### config.mk
export PLATFORM = sky130hd
export DESIGN_NAME = cpwm_triphase
export DESIGN_NICKNAME = d
export VERILOG_FILES = /design/src/rtl/cpwm_pkg.sv /design/src/rtl/cpwm_counter.sv /design/src/rtl/cpwm_regs.sv /design/src/rtl/cpwm_phase.sv /design/src/rtl/cpwm_triphase.sv
export SDC_FILE = /design/constraint.sdc
export NUM_CORES = 1
export LEC_CHECK = 0
export ABC_AREA = 1
export BUFFER_PORTS_ARGS = -buffer_cell sky130_fd_sc_hd__buf_2
export CAP_MARGIN = 10
export CORE_ASPECT_RATIO = 1.2
export CORE_UTILIZATION = 70
export CTS_BUF_LIST = sky130_fd_sc_hd__clkbuf_4 sky130_fd_sc_hd__clkbuf_8 sky130_fd_sc_hd__clkbuf_16
export CTS_CLUSTER_DIAMETER = 200
export DETAILED_ROUTE_END_ITERATION = 8
export GPL_TIMING_DRIVEN = 0
export PLACE_DENSITY_LB_ADDON = 0.1
export REMOVE_ABC_BUFFERS = 1
export SYNTH_ARGS = -nofsm -noshare
export SYNTH_HDL_FRONTEND = slang
export SYNTH_SLANG_ARGS = --single-unit
### constraint.sdc
create_clock -name clk -period 4.85 [get_ports clk]
set_input_delay 0.97 -clock clk [delete_from_list [all_inputs] [get_ports clk]]
set_output_delay 0.97 -clock clk [all_outputs]
set_load 0.02 [all_outputs]
### src/rtl/cpwm_pkg.sv
package cpwm_pkg;
  localparam int W      = 16;
  localparam int AW     = 4;
  localparam int NPH    = 3;
  localparam int CTRL_W = 3 + 2 * NPH;

  localparam int A_DEAD     = 0;
  localparam int A_HALF     = 1;
  localparam int A_HALF_BUF = 2;
  localparam int A_LIMIT    = 3;
  localparam int A_DUTY0    = 4;
  localparam int A_DUTYB0   = 8;
  localparam int A_CTRL     = 12;

  typedef logic [W-1:0] cnt_t;

  typedef struct packed {
    logic [NPH-1:0] en_n;
    logic [NPH-1:0] en_p;
    logic           tgl_en;
    logic           lvl_n;
    logic           lvl_p;
  } ctrl_t;

  // direction after this step: turn down at hi, turn up at lo
  function automatic logic next_up(cnt_t c, logic up, cnt_t lo, cnt_t hi);
    if (up) return !(c >= hi);
    else    return (c <= lo);
  endfunction

  // {pos_on, neg_on} for one phase
  function automatic logic [1:0] phase_on(cnt_t cb, cnt_t ca, cnt_t duty, cnt_t half);
    if (duty == '0)        return 2'b10;
    else if (duty >= half) return 2'b01;
    else                   return {cb >= duty, ca <= duty};
  endfunction

  function automatic logic pin_level(logic on, logic en, logic lvl);
    return (on && en) ? lvl : !lvl;
  endfunction

  // keep the limit's distance from the half period when the period changes
  function automatic cnt_t shift_limit(cnt_t lim, cnt_t old_half, cnt_t new_half);
    return new_half + (lim - old_half);
  endfunction
endpackage

### src/rtl/cpwm_counter.sv
module cpwm_counter
  import cpwm_pkg::*;
(
  input  logic clk,
  input  logic rst_n,
  input  logic run,
  input  cnt_t preload,
  input  cnt_t lo,
  input  cnt_t hi,
  output cnt_t cnt,
  output logic turn_hi,
  output logic turn_lo
);
  logic up;
  logic nu;

  assign nu      = next_up(cnt, up, lo, hi);
  assign turn_hi = run && up && (cnt >= hi);
  assign turn_lo = run && !up && (cnt <= lo);

  always_ff @(posedge clk) begin
    if (!rst_n) begin
      cnt <= '0;
      up  <= 1'b1;
    end else if (!run) begin
      cnt <= preload;
      up  <= 1'b1;
    end else begin
      up  <= nu;
      cnt <= nu ? cnt + cnt_t'(1) : cnt - cnt_t'(1);
    end
  end

  // a running counter moves by exactly one each cycle
  p_unit_step_r3: assert property (@(posedge clk) disable iff (!rst_n)
    ($past(rst_n) && $past(run)) |->
      ((cnt - $past(cnt) == cnt_t'(1)) || ($past(cnt) - cnt == cnt_t'(1))));
endmodule

### src/rtl/cpwm_regs.sv
module cpwm_regs
  import cpwm_pkg::*;
(
  input  logic                 clk,
  input  logic                 rst_n,
  input  logic                 run,
  input  logic                 wr_en,
  input  logic [AW-1:0]        wr_addr,
  input  logic [W-1:0]         wr_data,
  input  logic                 xfer,
  output cnt_t                 dead,
  output cnt_t                 half,
  output cnt_t                 limit,
  output cnt_t [NPH-1:0]       duty,
  output ctrl_t                ctrl
);
  cnt_t            half_buf;
  cnt_t [NPH-1:0]  duty_buf;
  logic            cfg_ok;
  logic            cfg_wr;

  assign cfg_ok = !run;
  assign cfg_wr = wr_en && cfg_ok;

  always_ff @(posedge clk) begin
    if (!rst_n) begin
      dead     <= cnt_t'(1);
      half     <= cnt_t'(2);
      half_buf <= cnt_t'(2);
      limit    <= cnt_t'(3);
      duty     <= '0;
      duty_buf <= '0;
      ctrl     <= '{en_n: '0, en_p: '0, tgl_en: 1'b0, lvl_n: 1'b1, lvl_p: 1'b1};
    end else begin
      if (cfg_wr && wr_addr == AW'(A_DEAD))  dead  <= wr_data;
      if (cfg_wr && wr_addr == AW'(A_HALF))  half  <= wr_data;
      if (cfg_wr && wr_addr == AW'(A_LIMIT)) limit <= wr_data;
      if (cfg_wr && wr_addr == AW'(A_CTRL))  ctrl  <= ctrl_t'(wr_data[CTRL_W-1:0]);
      if (wr_en && wr_addr == AW'(A_HALF_BUF)) half_buf <= wr_data;
      for (int i = 0; i < NPH; i++) begin
        if (cfg_wr && wr_addr == AW'(A_DUTY0 + i)) duty[i]     <= wr_data;
        if (wr_en && wr_addr == AW'(A_DUTYB0 + i)) duty_buf[i] <= wr_data;
      end
      if (xfer) begin
        half  <= half_buf;
        limit <= shift_limit(limit, half, half_buf);
        duty  <= duty_buf;
      end
    end
  end

  // protected settings do not move while counting
  p_cfg_frozen_r2: assert property (@(posedge clk) disable iff (!rst_n)
    ($past(rst_n) && $past(run)) |-> (dead == $past(dead) && ctrl == $past(ctrl)));

  // active duties change only at a turning point or while stopped
  p_duty_buffered_r6: assert property (@(posedge clk) disable iff (!rst_n)
    ($past(rst_n) && $past(run) && !$past(xfer)) |-> (duty == $past(duty)));
endmodule

### src/rtl/cpwm_phase.sv
module cpwm_phase
  import cpwm_pkg::*;
(
  input  logic clk,
  input  logic rst_n,
  input  logic run,
  input  cnt_t cb,
  input  cnt_t ca,
  input  cnt_t duty,
  input  cnt_t half,
  input  logic lvl_p,
  input  logic lvl_n,
  input  logic en_p,
  input  logic en_n,
  output logic pin_p,
  output logic pin_n
);
  logic [1:0] on;
  logic       pos_on;
  logic       neg_on;

  assign on     = phase_on(cb, ca, duty, half);
  assign pos_on = on[1];
  assign neg_on = on[0];

  always_ff @(posedge clk) begin
    if (!rst_n) begin
      pin_p <= 1'b0;
      pin_n <= 1'b0;
    end else begin
      pin_p <= run ? pin_level(pos_on, en_p, lvl_p) : !lvl_p;
      pin_n <= run ? pin_level(neg_on, en_n, lvl_n) : !lvl_n;
    end
  end

  // phase decisions never overlap
  p_no_overlap_r4: assert property (@(posedge clk) disable iff (!rst_n)
    !(pos_on && neg_on));

  // the registered pins of a pair are never both at their active level
  p_pair_exclusive_r4: assert property (@(posedge clk) disable iff (!rst_n)
    $past(rst_n) |-> !((pin_p == $past(lvl_p)) && (pin_n == $past(lvl_n))));

  // a disabled pin stays inactive
  p_disabled_idle_r8: assert property (@(posedge clk) disable iff (!rst_n)
    ($past(rst_n) && !$past(en_p)) |-> (pin_p == !$past(lvl_p)));
endmodule

### src/rtl/cpwm_triphase.sv
module cpwm_triphase
  import cpwm_pkg::*;
(
  input  logic           clk,
  input  logic           rst_n,
  input  logic           run,
  input  logic           wr_en,
  input  logic [AW-1:0]  wr_addr,
  input  logic [W-1:0]   wr_data,
  output logic [NPH-1:0] out_p,
  output logic [NPH-1:0] out_n,
  output logic           cyc_tgl
);
  cnt_t           dead, half, limit;
  cnt_t [NPH-1:0] duty;
  ctrl_t          ctrl;
  cnt_t           cnt_a, cnt_b;
  logic           crest_b, trough_b, crest_a, trough_a;
  logic           xfer_evt;

  assign xfer_evt = crest_b || trough_b;

  cpwm_regs u_regs (
    .clk, .rst_n, .run, .wr_en, .wr_addr, .wr_data,
    .xfer(xfer_evt), .dead, .half, .limit, .duty, .ctrl
  );

  cpwm_counter u_cnt_b (
    .clk, .rst_n, .run, .preload('0), .lo('0), .hi(half),
    .cnt(cnt_b), .turn_hi(crest_b), .turn_lo(trough_b)
  );

  cpwm_counter u_cnt_a (
    .clk, .rst_n, .run, .preload(dead), .lo(dead), .hi(limit),
    .cnt(cnt_a), .turn_hi(crest_a), .turn_lo(trough_a)
  );

  for (genvar g = 0; g < NPH; g++) begin : g_phase
    cpwm_phase u_phase (
      .clk, .rst_n, .run,
      .cb(cnt_b), .ca(cnt_a), .duty(duty[g]), .half,
      .lvl_p(ctrl.lvl_p), .lvl_n(ctrl.lvl_n),
      .en_p(ctrl.en_p[g]), .en_n(ctrl.en_n[g]),
      .pin_p(out_p[g]), .pin_n(out_n[g])
    );
  end

  always_ff @(posedge clk) begin
    if (!rst_n)                        cyc_tgl <= 1'b0;
    else if (ctrl.tgl_en && trough_b)  cyc_tgl <= !cyc_tgl;
  end

  // stopped counters sit at their preload values
  p_start_preload_r3: assert property (@(posedge clk) disable iff (!rst_n)
    ($past(rst_n) && !$past(run)) |-> (cnt_b == '0 && cnt_a == $past(dead)));

  // with a correctly programmed limit both counters turn together
  p_turns_aligned_r3: assert property (@(posedge clk) disable iff (!rst_n)
    run |-> (crest_a == crest_b && trough_a == trough_b));

  // all pins idle while stopped
  p_stopped_idle_r9: assert property (@(posedge clk) disable iff (!rst_n)
    ($past(rst_n) && !$past(run)) |->
      (out_p == {NPH{!$past(ctrl.lvl_p)}} && out_n == {NPH{!$past(ctrl.lvl_n)}}));

  // toggle output holds when disabled
  p_tgl_hold_r10: assert property (@(posedge clk) disable iff (!rst_n)
    ($past(rst_n) && !$past(ctrl.tgl_en)) |-> (cyc_tgl == $past(cyc_tgl)));
endmodule

==> results.ini <==
[worst_setup_path]
reg2reg_depth = 20
cp_max_fo = 16
cp-end-kind = flop
worstPathArrival_ns = 4.75
start_kind = flop
reg2reg_slack_ns = 0.52
worstPathRequired_ns = 5.27
reg2reg_from = u_regs.half[13]
path_class = reg -> reg
worstReg2RegEnd = u_cnt_b.cnt[11]

[timing]
finalHoldViolations = 0
relSlewSlack_pct = 13.8
finalSetupViolations = 0
max_clock_freq_ghz = 0.231
fin_skew_ns = 0.0149
fin_crit_ns = 4.33
finalCritPeriodShare_pct = 89.3
tightest_slew_ns = 1.29
rsz0062_at_grt = no
finalMaxSlewViolations = 0

[drt]
first_iter_violations = 1434
dr_total_vias = 15800
avgViaCountPerCell = 6.13
drt_first_pass_iters = 6
final_antenna_net_count = 0
drc_errors = 0
avgRoutedWirePerCell_um = 18.4
routed_wl_um = 47500

[synth]
netlist.top_cell.by_area = dfxtp_1
ys.flop_type = dfxtp_1
ys_types = 41
seq_area_frac_synth_pct = 26.0
synth_most_common_cell = nand2_1
yosys-top-cells-count = nand2_1, inv_1, ha_1
synth_edf_count = 0
syn_area_um2 = 16200
ys_seq_elements = 210
synth_area_per_cell_um2 = 7.01
yosysWarnings = 0
postSynthCellCount = 2312
netlist_top_cells_area = dfxtp_1, ha_1, nand2_1
async_reset_ff_share_pct = 0
synth_top_area_share_pct = 26.0

[power]
p_leak_uw = 0.00866
peakVddDrop_uv = 435
power.density_nw_per_um2 = 624

[worst_hold_path]
whs_path_depth = 1
hold_path_class = reg -> reg
hp-start = u_cnt_b.cnt[0]
min_to = u_cnt_b.cnt[0]

[flow_run]
drv_cap = 0

[clock_tree]
root_buffer = clkbuf_16
htreeDepth = 1
numCtsBuffers = 22
cts_tree = done
cts.path.max_buffers = 3
cts_resized = 0
clk_pin_slew_ns = 0.07
cts_hold_buf = 0
clk_latency_ns = 0.52
clock_sinks = 210
postCtsSetupRepairBufs = 0

[global_routing]
grt_max_degree = 158
antenna_found_initial = 0
grtUsageTotal_pct = 39.8
grt_pass1_wl_um = 74400
grt_pass1_vias = 14500
grt_overflow_total = 0

[layout]
postLayoutCoreUtil_pct = 75.0
register_area_um2 = 4200
multi_input_area_um2 = 10100
nets = 2538
area_growth_pct = 4.58
drive_gt1_share_pct = 4.09
design_area_um2 = 16900
fillers = 1814

[die]
num_rows = 60
core_um2 = 22600
die_w_um = 141
dieArea_um2 = 23800
ioPinCount = 31
initial_core_util_pct = 71.7
die_height_um = 169

[placement]
portBuffers = 30
dp_hpwl_um = 34500
place_area_um2 = 16200
routabilityCongestion = 0.975

[run_status]
status = finished, final reports clean

==> area by class of cell <==
type                       instances  area share (%)
clock buffer                      32            3.98
timing repair buffer              35            1.48
clock inverter                     5           0.207
inverter                         347            7.69
multi-input combinational       1645            59.5
tap                              310            2.29
antenna                            1          0.0148
sequential                       210            24.8
==> worst max-delay path by stage <==
stage	to	slack [ns]	cells after the start	start
floorplan	u_regs.limit[1]	1.34	5	run
global placement	u_regs.limit[13]	-0.56	7	run
detailed placement	u_cnt_b.cnt[11]	0.58	20	u_regs.half[13]
CTS	u_cnt_b.cnt[11]	0.57	20	u_regs.half[13]
global route	u_cnt_b.cnt[11]	0.23	20	u_regs.half[13]
finish	u_cnt_b.cnt[11]	0.52	20	u_regs.half[13]
==> state kept, by name (all words and copies together) (netlist names) <==
signal,flops
u_cnt_a.up,1
u_regs.half,16
g_phase.u_phase.pin_n,3
u_regs.duty_buf,48
u_cnt_b.cnt,16
u_regs.duty,48
u_regs.dead,16
cyc_tgl,1
u_regs.ctrl,9
u_regs.limit,16
u_cnt_b.up,1
g_phase.u_phase.pin_p,3
u_regs.half_buf,16
u_cnt_a.cnt,16
==> placed cells by master (no fill, tap or decap), types with 16 or more instances in the layout <==
cell type	count
buf_2	29
nand4_1	180
dfxtp_1	210
nand2_1	395
clkbuf_16	23
ha_1	236
nor4_1	16
fa_1	17
inv_1	338
o21ai_0	160
nor2_1	194
nor3_1	17
xor2_1	17
nand3_1	138
a21oi_1	205
==> layer usage <==
metal	vias to the layer above	share of wire (%)	wire (µm)	track usage (%)
met5	-	0	0	0
met4	0	5.7	2710	22.5
met3	140	9.1	4310	4.55
met2	690	45	21200	64.3
met1	7330	41	19300	51.8
li1	7679	-	-	-
==> power breakdown <==
| group | switching, µW | leakage [µW] | internal (µW) | total [µW] |
|---|---|---|---|---|
| clock | 712 | 0.000354 | 963 | 1670 |
| combinational | 4190 | 0.00660 | 2400 | 6590 |
| sequential | 387 | 0.00170 | 1910 | 2300 |
==> logic make-up after synthesis <==
| group | share of synthesized area (%) |
|---|---|
| simple gates | 27.2 |
| compound gates | 13.2 |
| fa+ha+maj | 20.3 |
| xor+xnor | 1.46 |
| flops | 26.0 |
| buf+inv | 11.9 |
==> critical path, cell delays in order, from the launching register on <==
cell and delay [ns]:
dfxtp_1 0.47, inv_1 0.21, ha_1 0.33, nand2_1 0.07
inv_1 0.04, nor2_1 0.08, o21ai_0 0.08, a21oi_1 0.31
nand3_2 0.21, nand2_1 0.13, nand2_1 0.41, ha_1 0.54
nand3_1 0.11, a21oi_1 0.25, nor2_1 0.11, o21ai_1 0.25
a21boi_0 0.20, o21ai_0 0.25, nand2_1 0.07, nand2_1 0.06
nor2_1 0.04
==> per-stage QoR <==
step           setup TNS (ns)  instances  worst slack [ns]  power [µW]  hold WS (ns)
2_1_floorplan               0       2202              1.34        7170         0.413
3_3_place_gp           -46.54       2542            -0.561        8540         0.431
3_5_place_dp                0       2546             0.576        8760         0.438
4_1_cts                     0       2583             0.571       10500         0.452
5_1_grt                     0       2584             0.227       11500         0.481
6_report                    0       2585             0.517       10600         0.451
No activity file was read; power rests on OpenSTA's default activity.
